File: src/rtl/agc_pkg.sv
package agc_pkg;

    localparam int GAIN_W   = 9;
    localparam int GAIN_MAX = 272;
    localparam int GAIN_RST = 80;

    typedef enum logic {
        DET_GATED = 1'b0,
        DET_PEAK  = 1'b1
    } det_mode_e;

    typedef enum logic [1:0] {
        UPD_NONE  = 2'd0,
        UPD_INTEG = 2'd1,
        UPD_STEP  = 2'd2
    } upd_kind_e;

    typedef struct packed {
        logic [GAIN_W-1:0] code;
        logic              sat;
    } gain_res_t;

    function automatic gain_res_t clamp_gain(input logic signed [31:0] s);
        gain_res_t r;
        if (s < 0) begin
            r.code = '0;
            r.sat  = 1'b1;
        end else if (s > GAIN_MAX) begin
            r.code = GAIN_W'(GAIN_MAX);
            r.sat  = 1'b1;
        end else begin
            r.code = s[GAIN_W-1:0];
            r.sat  = 1'b0;
        end
        return r;
    endfunction

endpackage

File: src/rtl/agc_peak_hold.sv
module agc_peak_hold #(
    parameter int SAMP_W = 12
) (
    input  logic                     clk,
    input  logic                     rst,
    input  logic signed [SAMP_W-1:0] samp_i,
    input  logic                     clr_i,
    output logic [SAMP_W-1:0]        mag_o,
    output logic [SAMP_W-1:0]        peak_o
);
    logic [SAMP_W-1:0] peak_q;

    always_comb begin
        if (samp_i[SAMP_W-1])
            mag_o = ~samp_i + 1'b1;
        else
            mag_o = samp_i;
    end

    always_ff @(posedge clk) begin
        if (rst || clr_i)
            peak_q <= '0;
        else if (mag_o > peak_q)
            peak_q <= mag_o;
    end

    assign peak_o = peak_q;


    peak_monotone_chk: assert property (@(posedge clk) disable iff (rst)
        !clr_i |=> peak_o >= $past(peak_o));

endmodule

File: src/rtl/agc_gate_integ.sv
module agc_gate_integ #(
    parameter int SAMP_W = 12,
    parameter int ACC_W  = 20
) (
    input  logic                    clk,
    input  logic                    rst,
    input  logic [SAMP_W-1:0]       mag_i,
    input  logic [SAMP_W-1:0]       target_i,
    input  logic                    en_i,
    input  logic                    clr_i,
    output logic signed [ACC_W-1:0] acc_o
);
    localparam int ERR_W = SAMP_W + 1;

    logic signed [ERR_W-1:0] err;
    logic signed [ACC_W:0]   sum;
    logic signed [ACC_W-1:0] acc_q;
    logic signed [ACC_W-1:0] acc_sat;

    always_comb begin
        err = $signed({1'b0, target_i}) - $signed({1'b0, mag_i});
        sum = $signed({acc_q[ACC_W-1], acc_q}) + (ACC_W+1)'(err);
        if (sum[ACC_W] != sum[ACC_W-1])
            acc_sat = sum[ACC_W] ? {1'b1, {(ACC_W-1){1'b0}}}
                                 : {1'b0, {(ACC_W-1){1'b1}}};
        else
            acc_sat = sum[ACC_W-1:0];
    end

    always_ff @(posedge clk) begin
        if (rst || clr_i)
            acc_q <= '0;
        else if (en_i)
            acc_q <= acc_sat;
    end

    assign acc_o = acc_q;


    acc_hold_chk: assert property (@(posedge clk) disable iff (rst)
        (!en_i && !clr_i) |=> $stable(acc_o));

endmodule

File: src/rtl/agc_gain_core.sv
module agc_gain_core
    import agc_pkg::*;
#(
    parameter int SAMP_W  = 12,
    parameter int ACC_W   = 20,
    parameter int STEP_W  = 8,
    parameter int SHIFT_W = 4
) (
    input  logic                    clk,
    input  logic                    rst,
    input  upd_kind_e               kind_i,
    input  logic [SAMP_W-1:0]       peak_i,
    input  logic [SAMP_W-1:0]       target_i,
    input  logic signed [ACC_W-1:0] acc_i,
    input  logic [STEP_W-1:0]       attack_i,
    input  logic [STEP_W-1:0]       decay_i,
    input  logic [SHIFT_W-1:0]      shift_i,
    output logic [GAIN_W-1:0]       gain_o,
    output logic                    sat_o
);
    logic signed [31:0] acc_ext;
    logic signed [31:0] delta;
    logic signed [31:0] sum;
    gain_res_t          res;
    logic [GAIN_W-1:0]  gain_q;
    logic               sat_q;

    always_comb begin
        acc_ext = 32'(acc_i);
        delta   = '0;
        unique case (kind_i)
            UPD_INTEG: delta = acc_ext >>> shift_i;
            UPD_STEP: begin
                if (peak_i > target_i)
                    delta = -$signed(32'(attack_i));
                else if (peak_i < target_i)
                    delta = $signed(32'(decay_i));
            end
            default: delta = '0;
        endcase
        sum = $signed(32'(gain_q)) + delta;
        res = clamp_gain(sum);
    end

    always_ff @(posedge clk) begin
        if (rst) begin
            gain_q <= GAIN_W'(GAIN_RST);
            sat_q  <= 1'b0;
        end else if (kind_i != UPD_NONE) begin
            gain_q <= res.code;
            sat_q  <= res.sat;
        end else begin
            sat_q  <= 1'b0;
        end
    end

    assign gain_o = gain_q;
    assign sat_o  = sat_q;


    attack_down_chk: assert property (@(posedge clk) disable iff (rst)
        (kind_i == UPD_STEP && peak_i > target_i) |=> gain_o <= $past(gain_o));


    idle_hold_chk: assert property (@(posedge clk) disable iff (rst)
        (kind_i == UPD_NONE) |=> ($stable(gain_o) && !sat_o));

endmodule

File: src/rtl/video_if_gain_ctl.sv
module video_if_gain_ctl
    import agc_pkg::*;
#(
    parameter int SAMP_W  = 12,
    parameter int ACC_W   = 20,
    parameter int STEP_W  = 8,
    parameter int SHIFT_W = 4
) (
    input  logic                     clk,
    input  logic                     rst,
    input  logic signed [SAMP_W-1:0] samp_i,
    input  logic                     sync_lock_i,
    input  logic                     gate_i,
    input  logic                     upd_i,
    input  logic                     fld_i,
    input  logic                     mode_i,
    input  logic [SAMP_W-1:0]        target_i,
    input  logic [STEP_W-1:0]        attack_i,
    input  logic [STEP_W-1:0]        decay_i,
    input  logic [SHIFT_W-1:0]       shift_i,
    output logic [8:0]               gain_o,
    output logic                     sat_o
);
    det_mode_e               mode;
    upd_kind_e               kind;
    logic                    clr;
    logic                    integ_en;
    logic [SAMP_W-1:0]       mag;
    logic [SAMP_W-1:0]       peak;
    logic signed [ACC_W-1:0] acc;
    logic [GAIN_W-1:0]       gain;

    assign mode = det_mode_e'(mode_i);

    always_comb begin
        kind = UPD_NONE;
        if (sync_lock_i) begin
            if (upd_i)
                kind = (mode == DET_PEAK) ? UPD_STEP : UPD_INTEG;
        end else if (fld_i) begin
            kind = UPD_STEP;
        end
    end

    assign clr      = (kind != UPD_NONE);
    assign integ_en = sync_lock_i && (mode == DET_GATED) && gate_i && !clr;

    agc_peak_hold #(.SAMP_W(SAMP_W)) u_peak (
        .clk    (clk),
        .rst    (rst),
        .samp_i (samp_i),
        .clr_i  (clr),
        .mag_o  (mag),
        .peak_o (peak)
    );

    agc_gate_integ #(.SAMP_W(SAMP_W), .ACC_W(ACC_W)) u_integ (
        .clk      (clk),
        .rst      (rst),
        .mag_i    (mag),
        .target_i (target_i),
        .en_i     (integ_en),
        .clr_i    (clr),
        .acc_o    (acc)
    );

    agc_gain_core #(
        .SAMP_W(SAMP_W), .ACC_W(ACC_W), .STEP_W(STEP_W), .SHIFT_W(SHIFT_W)
    ) u_core (
        .clk      (clk),
        .rst      (rst),
        .kind_i   (kind),
        .peak_i   (peak),
        .target_i (target_i),
        .acc_i    (acc),
        .attack_i (attack_i),
        .decay_i  (decay_i),
        .shift_i  (shift_i),
        .gain_o   (gain),
        .sat_o    (sat_o)
    );

    assign gain_o = gain;


    gain_range_chk: assert property (@(posedge clk) disable iff (rst)
        gain_o <= 9'(GAIN_MAX));


    sat_limit_chk: assert property (@(posedge clk) disable iff (rst)
        sat_o |-> (gain_o == '0 || gain_o == 9'(GAIN_MAX)));


    unlocked_upd_chk: assert property (@(posedge clk) disable iff (rst)
        (!sync_lock_i && !fld_i) |=> $stable(gain_o));


    locked_fld_chk: assert property (@(posedge clk) disable iff (rst)
        (sync_lock_i && !upd_i) |=> $stable(gain_o));

endmodule

File: config.mk
export PLATFORM = sky130hd
export DESIGN_NAME = video_if_gain_ctl
export DESIGN_NICKNAME = d
export VERILOG_FILES = /design/src/rtl/agc_pkg.sv /design/src/rtl/agc_peak_hold.sv /design/src/rtl/agc_gate_integ.sv /design/src/rtl/agc_gain_core.sv /design/src/rtl/video_if_gain_ctl.sv
export SDC_FILE = /design/constraint.sdc
export NUM_CORES = 1
export LEC_CHECK = 0
export BUFFER_PORTS_ARGS = -buffer_cell sky130_fd_sc_hd__buf_2
export CORE_MARGIN = 2
export CORE_UTILIZATION = 43
export CTS_CLUSTER_DIAMETER = 60
export DETAILED_ROUTE_END_ITERATION = 10
export PLACE_DENSITY = 0.67
export REMOVE_ABC_BUFFERS = 1
export SYNTH_ARGS = -nofsm -noshare
export SYNTH_HDL_FRONTEND = slang
export SYNTH_SLANG_ARGS = --single-unit
File: constraint.sdc
create_clock -name clk -period 6.85 [get_ports clk]
set_input_delay 0.685 -clock clk [delete_from_list [all_inputs] [get_ports clk]]
set_output_delay 0.685 -clock clk [all_outputs]
set_load 0.05 [all_outputs]
Yosys cells after proc, flatten, opt, wreduce, memory -nomap -nowiden
Cells that the tools add are included.

Flip-flop bits (word level): 42. Output and inout bits: 10. Word-level logic and storage cells: 40.

Shift operators: 1. Multiplexer cells: 12. Reduce and logical (&&, ||, !) cells: 7. Equality and inequality tests: 3. Bitwise gates (word level): 3. $add $sub $neg: 5. Order comparisons: 5.

Operators by type and width (number): case mux 32 bit (2 select lines) (1); 2-to-1 mux 20 bit (2); adder 10 x 32 -> 32 bit (1); > comparator 32 x 10 -> 1 bit (second input constant) (1); less-than comparator 32 x 1 -> 1 bit (second input constant) (1); 2-to-1 mux 32 bit (1); negation 8 -> 32 bit (1); >>> shifter 20 x 4 -> 32 bit (1); > comparator 12 bit (2); adder 20 x 13 -> 21 bit (1); 2-to-1 mux 10 bit (2); subtractor 12 x 12 -> 13 bit (1); adder 12 x 1 -> 12 bit (second input constant) (1); less-than comparator 12 bit (1); 2-to-1 mux 12 bit (1); NOT 12 bit (1); 2-to-1 mux 2 bit (4); 2-to-1 mux 8 bit (1); logical AND 1 bit (3); equality test 2 x 1 -> 1 bit (second input constant) (1); equality test 2 bit (second input constant) (1); NOT 1 bit (2); nonzero test 2 bit (1); OR reduction 2 bit (1); 3 further kinds (3).

Depth between registers and ports, before layout
Gate-level depths: netlist of run 1.

Word-level depth: 9. Depth in mapped cells: 30. Mapped depth without buffers: 28.

By module
From an unflattened synthesis of run 1, not the netlist that was laid out.

Cell total of the unflattened synthesis: 835. Area total of the unflattened synthesis: 6496.2 um2.

Modules (own cells, without submodules): agc_gain_core (instances 1, cells an instance 434, area each 3211.8 um2); agc_gate_integ (instances 1, cells an instance 265, area each 2229.6 um2); agc_peak_hold (instances 1, cells an instance 129, area each 1016.0 um2); video_if_gain_ctl (instances 1, cells an instance 7, area each 38.8 um2).

Worst setup path before layout of run 1
OpenSTA, ideal clock, no wires.

Path type: input -> register. Start point: input port samp_i[0]. End point: register u_integ.acc_q[10] (netlist: u_integ.acc_o[10]). Cell stages on the path: 28. Arrival time: 5692 ps. Library setup time: 61 ps. Slack: 1097 ps. Path through: inv_1 -> ha_1 -> nand2b_1 -> xnor2_1 -> inv_1 -> ha_1 -> nor2b_1 -> o21ai_0 -> nand2b_1 -> a21o_1 -> a21o_1 -> a21o_1 -> a21o_1 -> a21o_1 -> a21oi_1 -> o21a_1 -> ha_1 -> nand3_1 -> or4b_2 -> a31oi_1 -> a211oi_1 -> nor3b_1 -> mux2i_1 -> and3_1 -> clkbuf_1 -> buf_2 -> a22oi_1 -> nand2_1.

Longest elaborated chain between the ends: 7. Elaborated cells between the ends (all ways): 8. Those cells by class: add/sub: 3; eq/ne: 1; mux: 3; bitwise: 1.

Ends and longest elaborated chain: start, declared (line video_if_gain_ctl.sv:11) `input logic signed [SAMP_W-1:0] samp_i,`; NOT 12 bit * (line agc_peak_hold.sv:15) `mag_o = ~samp_i + 1'b1;`; adder 12 x 1 -> 12 bit * (line agc_peak_hold.sv:15); 2-to-1 mux 12 bit * (line agc_peak_hold.sv:14) `if (samp_i[SAMP_W-1])`; net mag[2] (line video_if_gain_ctl.sv:28) `logic [SAMP_W-1:0] mag;`; subtractor 12 x 12 -> 13 bit * (line agc_gate_integ.sv:21) `err = $signed({1'b0, target_i}) - $signed({1'b0, mag_i});`; adder 20 x 13 -> 21 bit * (line agc_gate_integ.sv:22) `sum = $signed({acc_q[ACC_W-1], acc_q}) + (ACC_W+1)'(err);`; 2-to-1 mux 20 bit / != test 1 bit (equally long branches) (line agc_gate_integ.sv:24, agc_gate_integ.sv:23); 2-to-1 mux 20 bit * (line agc_gate_integ.sv:23) `if (sum[ACC_W] != sum[ACC_W-1])`; end signal, assigned (line agc_gate_integ.sv:34) `acc_q <= acc_sat;`; end, declared (line agc_gate_integ.sv:17) `logic signed [ACC_W-1:0] acc_q;`.

The timed path passes the listed nets; every way through them passes the cells marked *. A chain may end at the register's enable or synchronous reset.

Worst setup path after layout of run 1
Start point: input port samp_i[0]. End point: register u_integ.acc_q[13] (netlist: u_integ.acc_o[13]).

The elaborated chain is that of the path after synthesis.

==> results of run 1 <==
cell usage in the layout (no fill, tap or decap), types with 4 or more instances in the layout:
| cell type | n |
|---|---|
| mux2_2 | 7 |
| o21bai_1 | 7 |
| dfxtp_1 | 42 |
| nor3b_1 | 4 |
| nand3_1 | 12 |
| buf_2 | 60 |
| and3_1 | 7 |
| a21o_1 | 25 |
| clkbuf_16 | 5 |
| a21oi_1 | 51 |
| a211oi_1 | 19 |
| nor2b_1 | 11 |
| o31a_1 | 4 |
| nor3_1 | 16 |
| nand4_1 | 8 |
| inv_1 | 59 |
| mux4_2 | 7 |
| xnor2_1 | 29 |
| nand2_1 | 59 |
| a22oi_1 | 20 |
| nor4_1 | 5 |
| ha_1 | 71 |
| buf_4 | 7 |
| or3_1 | 5 |
| o211ai_1 | 9 |
| o31ai_1 | 9 |
| a31oi_1 | 13 |
| and2_1 | 7 |
| mux2i_1 | 23 |
| a32o_2 | 6 |
| o21a_1 | 7 |
| nand2b_1 | 16 |
| nor2_1 | 61 |
| xor2_1 | 13 |
| or2_2 | 4 |
| o21ai_0 | 36 |
power breakdown:
group | leakage [uW] | internal (uW) | total (uW) | switching (uW)
registers | 0.000341 | 260 | 275 | 15.1
logic | 0.00258 | 180 | 444 | 263
clock network | 0.0000771 | 172 | 278 | 106
total | 0.00300 | 612 | 997 | 384
stage by stage:
step	setup WS, ns	instances	hold WS (ns)
after global routing	0.165	982	0.492
after CTS	0.715	982	0.473
after global placement	0.596	974	0.466
final	0.715	982	0.473
after detailed placement	0.487	974	0.463
after floorplan	1.12	731	0.480
cell type report:
class / count / area share
sequential: 42 / 0.129
timing repair buffer: 67 / 0.0542
multi-input combinational: 630 / 0.723
inverter: 59 / 0.0340
clock buffer: 6 / 0.0198
clock inverter: 2 / 0.00576
tap: 176 / 0.0338
worst register-to-register path, delay by kind of cell, from the launching register on:
family          cells  cell delay, ns
flops               1            0.33
compound gates     13            2.77
fa+ha+maj           3            0.82
simple gates        4            1.31
buf+inv             1            0.19
sequential cells by signal (all words and copies together), names as in the netlist:
register and flops:
u_core.sat_o 1, u_integ.acc_o 20, u_core.gain_o 9, u_peak.peak_o 12
synth_stat cells, drive strengths merged, types with 7 or more instances:
master and n:
nor3 18, ha 71, inv 59, and3 7
nand4 8, nand3 12, o21a 7, clkbuf 18
nand2b 16, a21oi 51, a31oi 14, a211oi 19
buf 13, and2 8, nor2b 11, dfxtp 42
mux4 7, a21o 25, nor2 61, xnor2 29
nand2 59, o211ai 9, o21ai 37, mux2 7
xor2 13, mux2i 24, a22oi 21, o31ai 10
o21bai 7
routing by layer:
metal / track usage / vias up / routed length (um)
met5: 0 / - / 0
met4: 0.0618 / 0 / 272
met3: 0.0318 / 21 / 864
met2: 0.355 / 181 / 6980
met1: 0.303 / 2645 / 7520
li1: - / 2928 / -
cells by family (layout without fill, tap and decap cells):
logic type               count (synthesis)  in the layout  synth area share
AO/OA/AOI/OAI                          251            251             0.300
AND/OR/NAND/NOR                        225            225             0.189
buffers and inverters                   91            134            0.0659
adder cells (fa/ha/maj)                 74             74             0.160
XOR/XNOR                                42             42            0.0619
flip-flops                              42             42             0.141
multiplexers                            38             38            0.0823
worst paths after layout:
| check | endpoint | from |
|---|---|---|
| max | u_integ.acc_o[13]$_SDFFE_PP0P_ | samp_i[0] |
| min | u_core.gain_o[8]$_SDFFE_PP0N_ | u_core.gain_o[8]$_SDFFE_PP0N_ |
| max reg2reg | u_core.gain_o[1]$_SDFFE_PP0N_ | u_peak.peak_o[9]$_SDFFE_PP0N_ |
| min reg2reg | u_core.gain_o[8]$_SDFFE_PP0N_ | u_core.gain_o[8]$_SDFFE_PP0N_ |
==> results.toml, run 1 <==
[critical_path]
cp_top_family = "compound AO/OA/AOI/OAI gates"
cp_max_fo = 15
crit_type = "input port to register"
worst-path-buf-inv = 4
max_stage_delay_ns = 0.40
endpoint_kind = "register"
crit_cells = 29
path_common_cell = "a21o_1"
start_kind = "input port"
r2r.worst_path.cells = 21
slowest_stage = "nor3b_1"
cp.arrival_ns = 6.36
rrSetupSlack_ns = 1.38
cp.required_ns = 7.08

[synth]
async_flop_share = 0
yosys_warnings = 0
synth_top_area_share = 0.149
yosys-top-cells-area = "ha_1 15%, dfxtp_1 14%, a21oi_1 4.3%"
synth_edf_count = 0
synth-main-ff-cell = "dfxtp_1"
ys_types = 77
synthCells = 763
synth-seq-cells = 42
syn_area_um2 = 5940
seq_area_frac_synth = 0.141
synth_area_per_cell_um2 = 7.79
yosys.area.top_type = "ha_1"

[timing]
skew_ns = 0.0120
tightest_slew_ns = 0.885
setup_viol = 0
fin_crit_sh = 0.896
maxSlewHeadroom = 0.408
period_needed_ns = 6.13
fin_tns_setup_ns = 0
rsz0062_at_grt = "false"
max_clock_freq_ghz = 0.163
final_hold_viol_count = 0
slew_violations = 0

[cells_and_area]
nFillCells = 1343
regArea_um2 = 841
antennaDiodeCount = 0
layout.nets = 930
utilization = 0.488
multi_input_area_um2 = 4710
areaGrowthSynthToFinish_pct = 9.58
drive_above_1_share = 0.143
final_area_um2 = 6510

[global_route]
grt_pass1_vias = 5433
overflow = 0
antenna_found_initial = 0
grt_max_degree = 29
grt_pass1_wl_mm = 26.1
grt_usage = 0.219

[clocking]
cts_sinks = 42
tritoncts = "done"
root_buffer = "clkbuf_16"
post_cts_resized = 0
cts.clk_slew.worst_paths_ns = 0.07
clockBufferDepth = 2
cts_inserted_buffers = 5
htreeDepth = 2
clk-insertion-delay-late_ns = 0.30
cts_setup_buffers = 0
hold_buffers = 0

[placed_design]
globalplace.congestion = 0.891
place_area_um2 = 6350
dpl.hpwl_mm = 12.8
io_buffers = 60

[drt]
num_vias = 5775
ant_nets = 0
vias_per_cell = 5.88
wl_per_cell_um = 15.9
wirelength_mm = 15.6
drt-initial-drc-count = 369
dr.pass1.iters = 7
drc = 0

[power_and_ir_drop]
power_uw = 997
vdd_drop_max_mv = 0.110
cellLeakagePower_uw = 0.00300
power_density_nw_per_um2 = 153

[floorplanning]
rows = 42
die_w_um = 122
die_h_um = 122
core_um2 = 13300
start_util = 0.445
dieArea_um2 = 14800
pin_count = 61

[worst_hold_path]
hp-class = "register to register"
hold_path_depth = 2

[run]
drv_cap = 0

[run_status]
outcome = "completed"
(Power assumes the default switching activity.)
==> inputs of run 2 (changes only) <==
PLACE_DENSITY = default   (was 0.67)
PLACE_DENSITY_LB_ADDON = 0.2   (was default)
==> results.toml, run 2 (synthesized netlist as in run 1, its figures left out) <==
[run_status]
outcome = "completed"

[drt]
drc = 0
vias_per_cell = 6.01
wirelength_mm = 16.4
drt-initial-drc-count = 503
dr.pass1.iters = 5
num_vias = 5879
ant_nets = 0
wl_per_cell_um = 16.7

[placed_design]
io_buffers = 60
dpl.hpwl_mm = 13.5
dp_slack_ns = 0.232
globalplace.congestion = 0.889

[critical_path]
start_kind = "input port"
cp_max_fo = 15
slowest_stage = "or4b_2"
max_stage_delay_ns = 0.67
cp-endpoint = "u_integ.acc_o[18]$_SDFFE_PP0P_"
r2r_start = "u_peak.peak_o[9]$_SDFFE_PP0N_"
startpoint = "samp_i[0]"
cp.arrival_ns = 6.51
endpoint_kind = "register"
r2r.worst_path.cells = 19
r2r-end = "u_core.gain_o[5]$_SDFFE_PP0N_"
crit_type = "input port to register"
rrSetupSlack_ns = 1.44
cp.required_ns = 7.07
path_common_cell = "a21o_1"

[timing]
fin_crit_sh = 0.918
fin_tns_setup_ns = 0
fin_ws_ns = 0.564
skew_ns = 0.00799
final_hold_viol_count = 0
tightest_slew_ns = 0.873
period_needed_ns = 6.29
maxSlewHeadroom = 0.416
max_clock_freq_ghz = 0.159
slew_violations = 0
setup_viol = 0
rsz0062_at_grt = "false"

[run]
drv_cap = 0

[clocking]
root_buffer = "clkbuf_16"
htreeDepth = 2
clk-insertion-delay-late_ns = 0.29
cts_sinks = 42
clockBufferDepth = 2
hold_buffers = 0
cts_inserted_buffers = 5
tritoncts = "done"
cts.clk_slew.worst_paths_ns = 0.07

[global_route]
grt_usage = 0.225
antenna_found_initial = 0
overflow = 0
grt_pass1_wl_mm = 27.0
grt_use_met2 = 0.374
grt_util_met3 = 0.0239
grt_pass1_vias = 5548
grt-busiest-layer = "met2"
use_met1 = 0.316
grt_max_degree = 30

[cells_and_area]
antennaDiodeCount = 0
areaGrowthSynthToFinish_pct = 9.62
final_cell_mix = "71 x ha_1, 61 x nor2_1, 60 x buf_2"
utilization = 0.488
nFillCells = 1342
multi_input_area_um2 = 4720
largest_reg_flops = 20
drive_above_1_share = 0.141
layout.nets = 926
layout_commonest_cell = "ha_1"
regArea_um2 = 841

[floorplanning]
die_h_um = 122
dieArea_um2 = 14800
die_w_um = 122
pin_count = 61
core_um2 = 13300
rows = 42
start_util = 0.445

[worst_hold_path]
hp-class = "register to register"

[power_and_ir_drop]
power_density_nw_per_um2 = 159
vdd_drop_max_mv = 0.109
cellLeakagePower_uw = 0.00299
-- run 2: cell count changes in the layout (fill, tap and decap cells not counted), sizes merged --
cell | before | now
clkinv | 0 | 1
clkbuf | 6 | 5
bufinv | 1 | 2
buf | 67 | 63
clkinvlp | 1 | 0
-- run 2: per-stage QoR --
stage               hold WS (ns)  area (um2)  power (uW)  std cells
floorplan                  0.480        5770         602        731
global placement           0.477        6320         714        970
detailed placement         0.477        6320         725        970
CTS                        0.488        6510        1040        978
global route               0.530        6520        1100        978
finish                     0.486        6520        1040        978
-- run 2: where the power goes --
| part | leakage, uW | switching (uW) | internal, uW |
|---|---|---|---|
| clock | 0.0000940 | 101 | 209 |
| combinational | 0.00256 | 268 | 181 |
| sequential | 0.000341 | 15.9 | 260 |
| total | 0.00299 | 385 | 650 |
-- run 2: repair_timing --
item,in CTS,in global routing
endpoints found under the setup margin,0,15
resized for setup,0,1
setup buffers,0,0
-- run 2: worst max-delay path, delay by kind of cell --
kind | cells | cell delay, ns
muxes | 1 | 0.23
buffers and inverters | 3 | 0.29
xor gates and xnor gates | 1 | 0.20
and+or+nand+nor | 8 | 1.97
adders and majority gates | 3 | 0.82
AOI/OAI and AO/OA | 11 | 2.31
-- run 2: how the worst min path moves through the flow --
stage | start | to | slack (ns) | cells past startpoint
floorplan | u_integ.acc_o[11]$_SDFFE_PP0P_ | u_integ.acc_o[11]$_SDFFE_PP0P_ | 0.48 | 2
global placement | u_core.gain_o[8]$_SDFFE_PP0N_ | u_core.gain_o[8]$_SDFFE_PP0N_ | 0.48 | 2
detailed placement | u_core.gain_o[8]$_SDFFE_PP0N_ | u_core.gain_o[8]$_SDFFE_PP0N_ | 0.48 | 2
CTS | u_core.gain_o[8]$_SDFFE_PP0N_ | u_core.gain_o[8]$_SDFFE_PP0N_ | 0.49 | 2
global route | u_core.gain_o[8]$_SDFFE_PP0N_ | u_core.gain_o[8]$_SDFFE_PP0N_ | 0.53 | 2
finish | u_core.gain_o[8]$_SDFFE_PP0N_ | u_core.gain_o[8]$_SDFFE_PP0N_ | 0.49 | 2
-- run 2: layout make-up --
cell class,count,share of cell area
Multi-Input combinational cell,630,0.724
Inverter,59,0.0340
Clock inverter,3,0.0106
Timing Repair Buffer,63,0.0495
Sequential cell,42,0.129
Tap cell,176,0.0338
Clock buffer,5,0.0192
-- run 2: routing by layer --
layer  vias to the layer above  share of wire
met4                         0          0.013
met5                         -              0
met3                        17          0.053
li1                       2919              -
met2                       173           0.47
met1                      2770           0.46
==> inputs of run 3 (changes only) <==
CORE_MARGIN = 3   (was 2)
PLACE_DENSITY_LB_ADDON = default   (was 0.2)
RECOVER_POWER = 100   (was default)
==> results.toml, run 3 (synthesized netlist as in run 1, its figures left out) <==
[critical_path]
start_kind = "input port"
cp.required_ns = 7.07
endpoint_kind = "register"
cp.arrival_ns = 6.49
r2r.worst_path.cells = 18
cp_max_fo = 15
crit_type = "input port to register"

[floorplanning]
core_um2 = 13400
die_h_um = 124
dieArea_um2 = 15300
die_w_um = 124
start_util = 0.444
rows = 42
pin_count = 61

[placed_design]
dpl.hpwl_mm = 13.6
globalplace.congestion = 0.881
dp_slack_ns = 0.194
place_inst = 969
io_buffers = 60

[clocking]
cts_sinks = 42
htreeDepth = 2
cts.clk_slew.worst_paths_ns = 0.07
tritoncts = "done"
clk-insertion-delay-late_ns = 0.29
cts_inserted_buffers = 5
cts_setup_buffers = 0
root_buffer = "clkbuf_16"
clockBufferDepth = 2

[cells_and_area]
largest_reg_flops = 20
antennaDiodeCount = 0
drive_above_1_share = 0.122
utilization = 0.483
layout.nets = 925
layout_commonest_cell = "ha_1"
instances_no_fill = 977
final_cell_mix = "71 x ha_1, 61 x nor2_1, 59 x inv_1, 59 x nand2_1, 51 x a21oi_1"
areaGrowthSynthToFinish_pct = 8.86

[drt]
num_vias = 5814
drc = 0
dr.pass1.iters = 5
drt-initial-drc-count = 532
vias_per_cell = 5.95
ant_nets = 0
wl_per_cell_um = 16.9
wirelength_mm = 16.5

[timing]
max_clock_freq_ghz = 0.159
skew_ns = 0.0135
final_hold_viol_count = 0
fin_tns_setup_ns = 0
fin_crit_sh = 0.917
maxSlewHeadroom = 0.373
tightest_slew_ns = 0.941
setup_viol = 0
slew_violations = 0
fin_ws_ns = 0.572
period_needed_ns = 6.28

[power_and_ir_drop]
vdd_drop_max_mv = 0.0977
power_density_nw_per_um2 = 159
power_uw = 1030
cellLeakagePower_uw = 0.00294

[worst_hold_path]
hp-class = "register to register"
hold_path_depth = 2

[global_route]
antenna_found_initial = 0
overflow = 0
grt_max_degree = 30
grt_pass1_wl_mm = 26.8
grt_pass1_vias = 5568
grt_usage = 0.217

[run]
drv_cap = 0

[run_status]
outcome = "completed"
==> run 3: report_power, final <==
part | leakage, uW | switching (uW) | total, uW | internal, uW
logic | 0.00250 | 267 | 444 | 178
clock network | 0.0000940 | 102 | 312 | 210
registers | 0.000341 | 15.7 | 275 | 260
==> run 3: repair_timing <==
item | CTS | global route
endpoints found under the setup margin | 0 | 15
hold buffers | 0 | 0
resized for setup | 0 | 1
==> run 3: path summary, 6_finish.rpt <==
check | from | end | slack [ns]
worst max-delay path | samp_i[0] | u_integ.acc_o[13]$_SDFFE_PP0P_ | 0.57
worst min-delay path | u_core.gain_o[8]$_SDFFE_PP0N_ | u_core.gain_o[8]$_SDFFE_PP0N_ | 0.48
worst max register to register | u_peak.peak_o[1]$_SDFFE_PP0N_ | u_core.gain_o[5]$_SDFFE_PP0N_ | 1.05
worst min register to register | u_core.gain_o[8]$_SDFFE_PP0N_ | u_core.gain_o[8]$_SDFFE_PP0N_ | 0.48
==> run 3: worst max-delay path, cell delays in order <==
cell and delay, ns:
buf_2 0.11, inv_1 0.08, ha_1 0.23, nand2b_1 0.16
xnor2_1 0.19, inv_1 0.09, ha_1 0.33, nor2b_1 0.15
o21ai_0 0.14, nand2b_1 0.11, a21o_1 0.19, a21o_1 0.19
a21o_1 0.18, a21o_1 0.19, a21o_1 0.17, a21oi_1 0.21
o21a_1 0.40, ha_1 0.36, a21o_1 0.20, a21o_1 0.19
nor3_1 0.19, a21boi_0 0.12, o31ai_1 0.37, nor2b_1 0.24
nor3b_1 0.41, a21o_1 0.19, nand3_2 0.25, nand3_1 0.16
==> run 3: final cells by class <==
cell class	instances	area (um2)
Tap cell	176	220
Fill cell	1319	6930
Inverter	59	221
Clock inverter	3	68.8
Clock buffer	5	125
Multi-Input combinational cell	630	4700
Timing Repair Buffer	62	297
Sequential cell	42	841
==> run 3: per-layer routing <==
layer | GRT usage | up-vias | part of all wire
li1 | - | 2916 | -
met3 | 0.0265 | 34 | 0.047
met4 | 0.0713 | 0 | 0.026
met2 | 0.360 | 159 | 0.46
met5 | 0 | - | 0
met1 | 0.293 | 2705 | 0.47
==> run 3: stage by stage <==
step | hold WS, ns | area [um2]
after floorplan | 0.480 | 5770
after global routing | 0.502 | 6470
final | 0.484 | 6470
after global placement | 0.475 | 6310
after detailed placement | 0.471 | 6310
after CTS | 0.485 | 6500
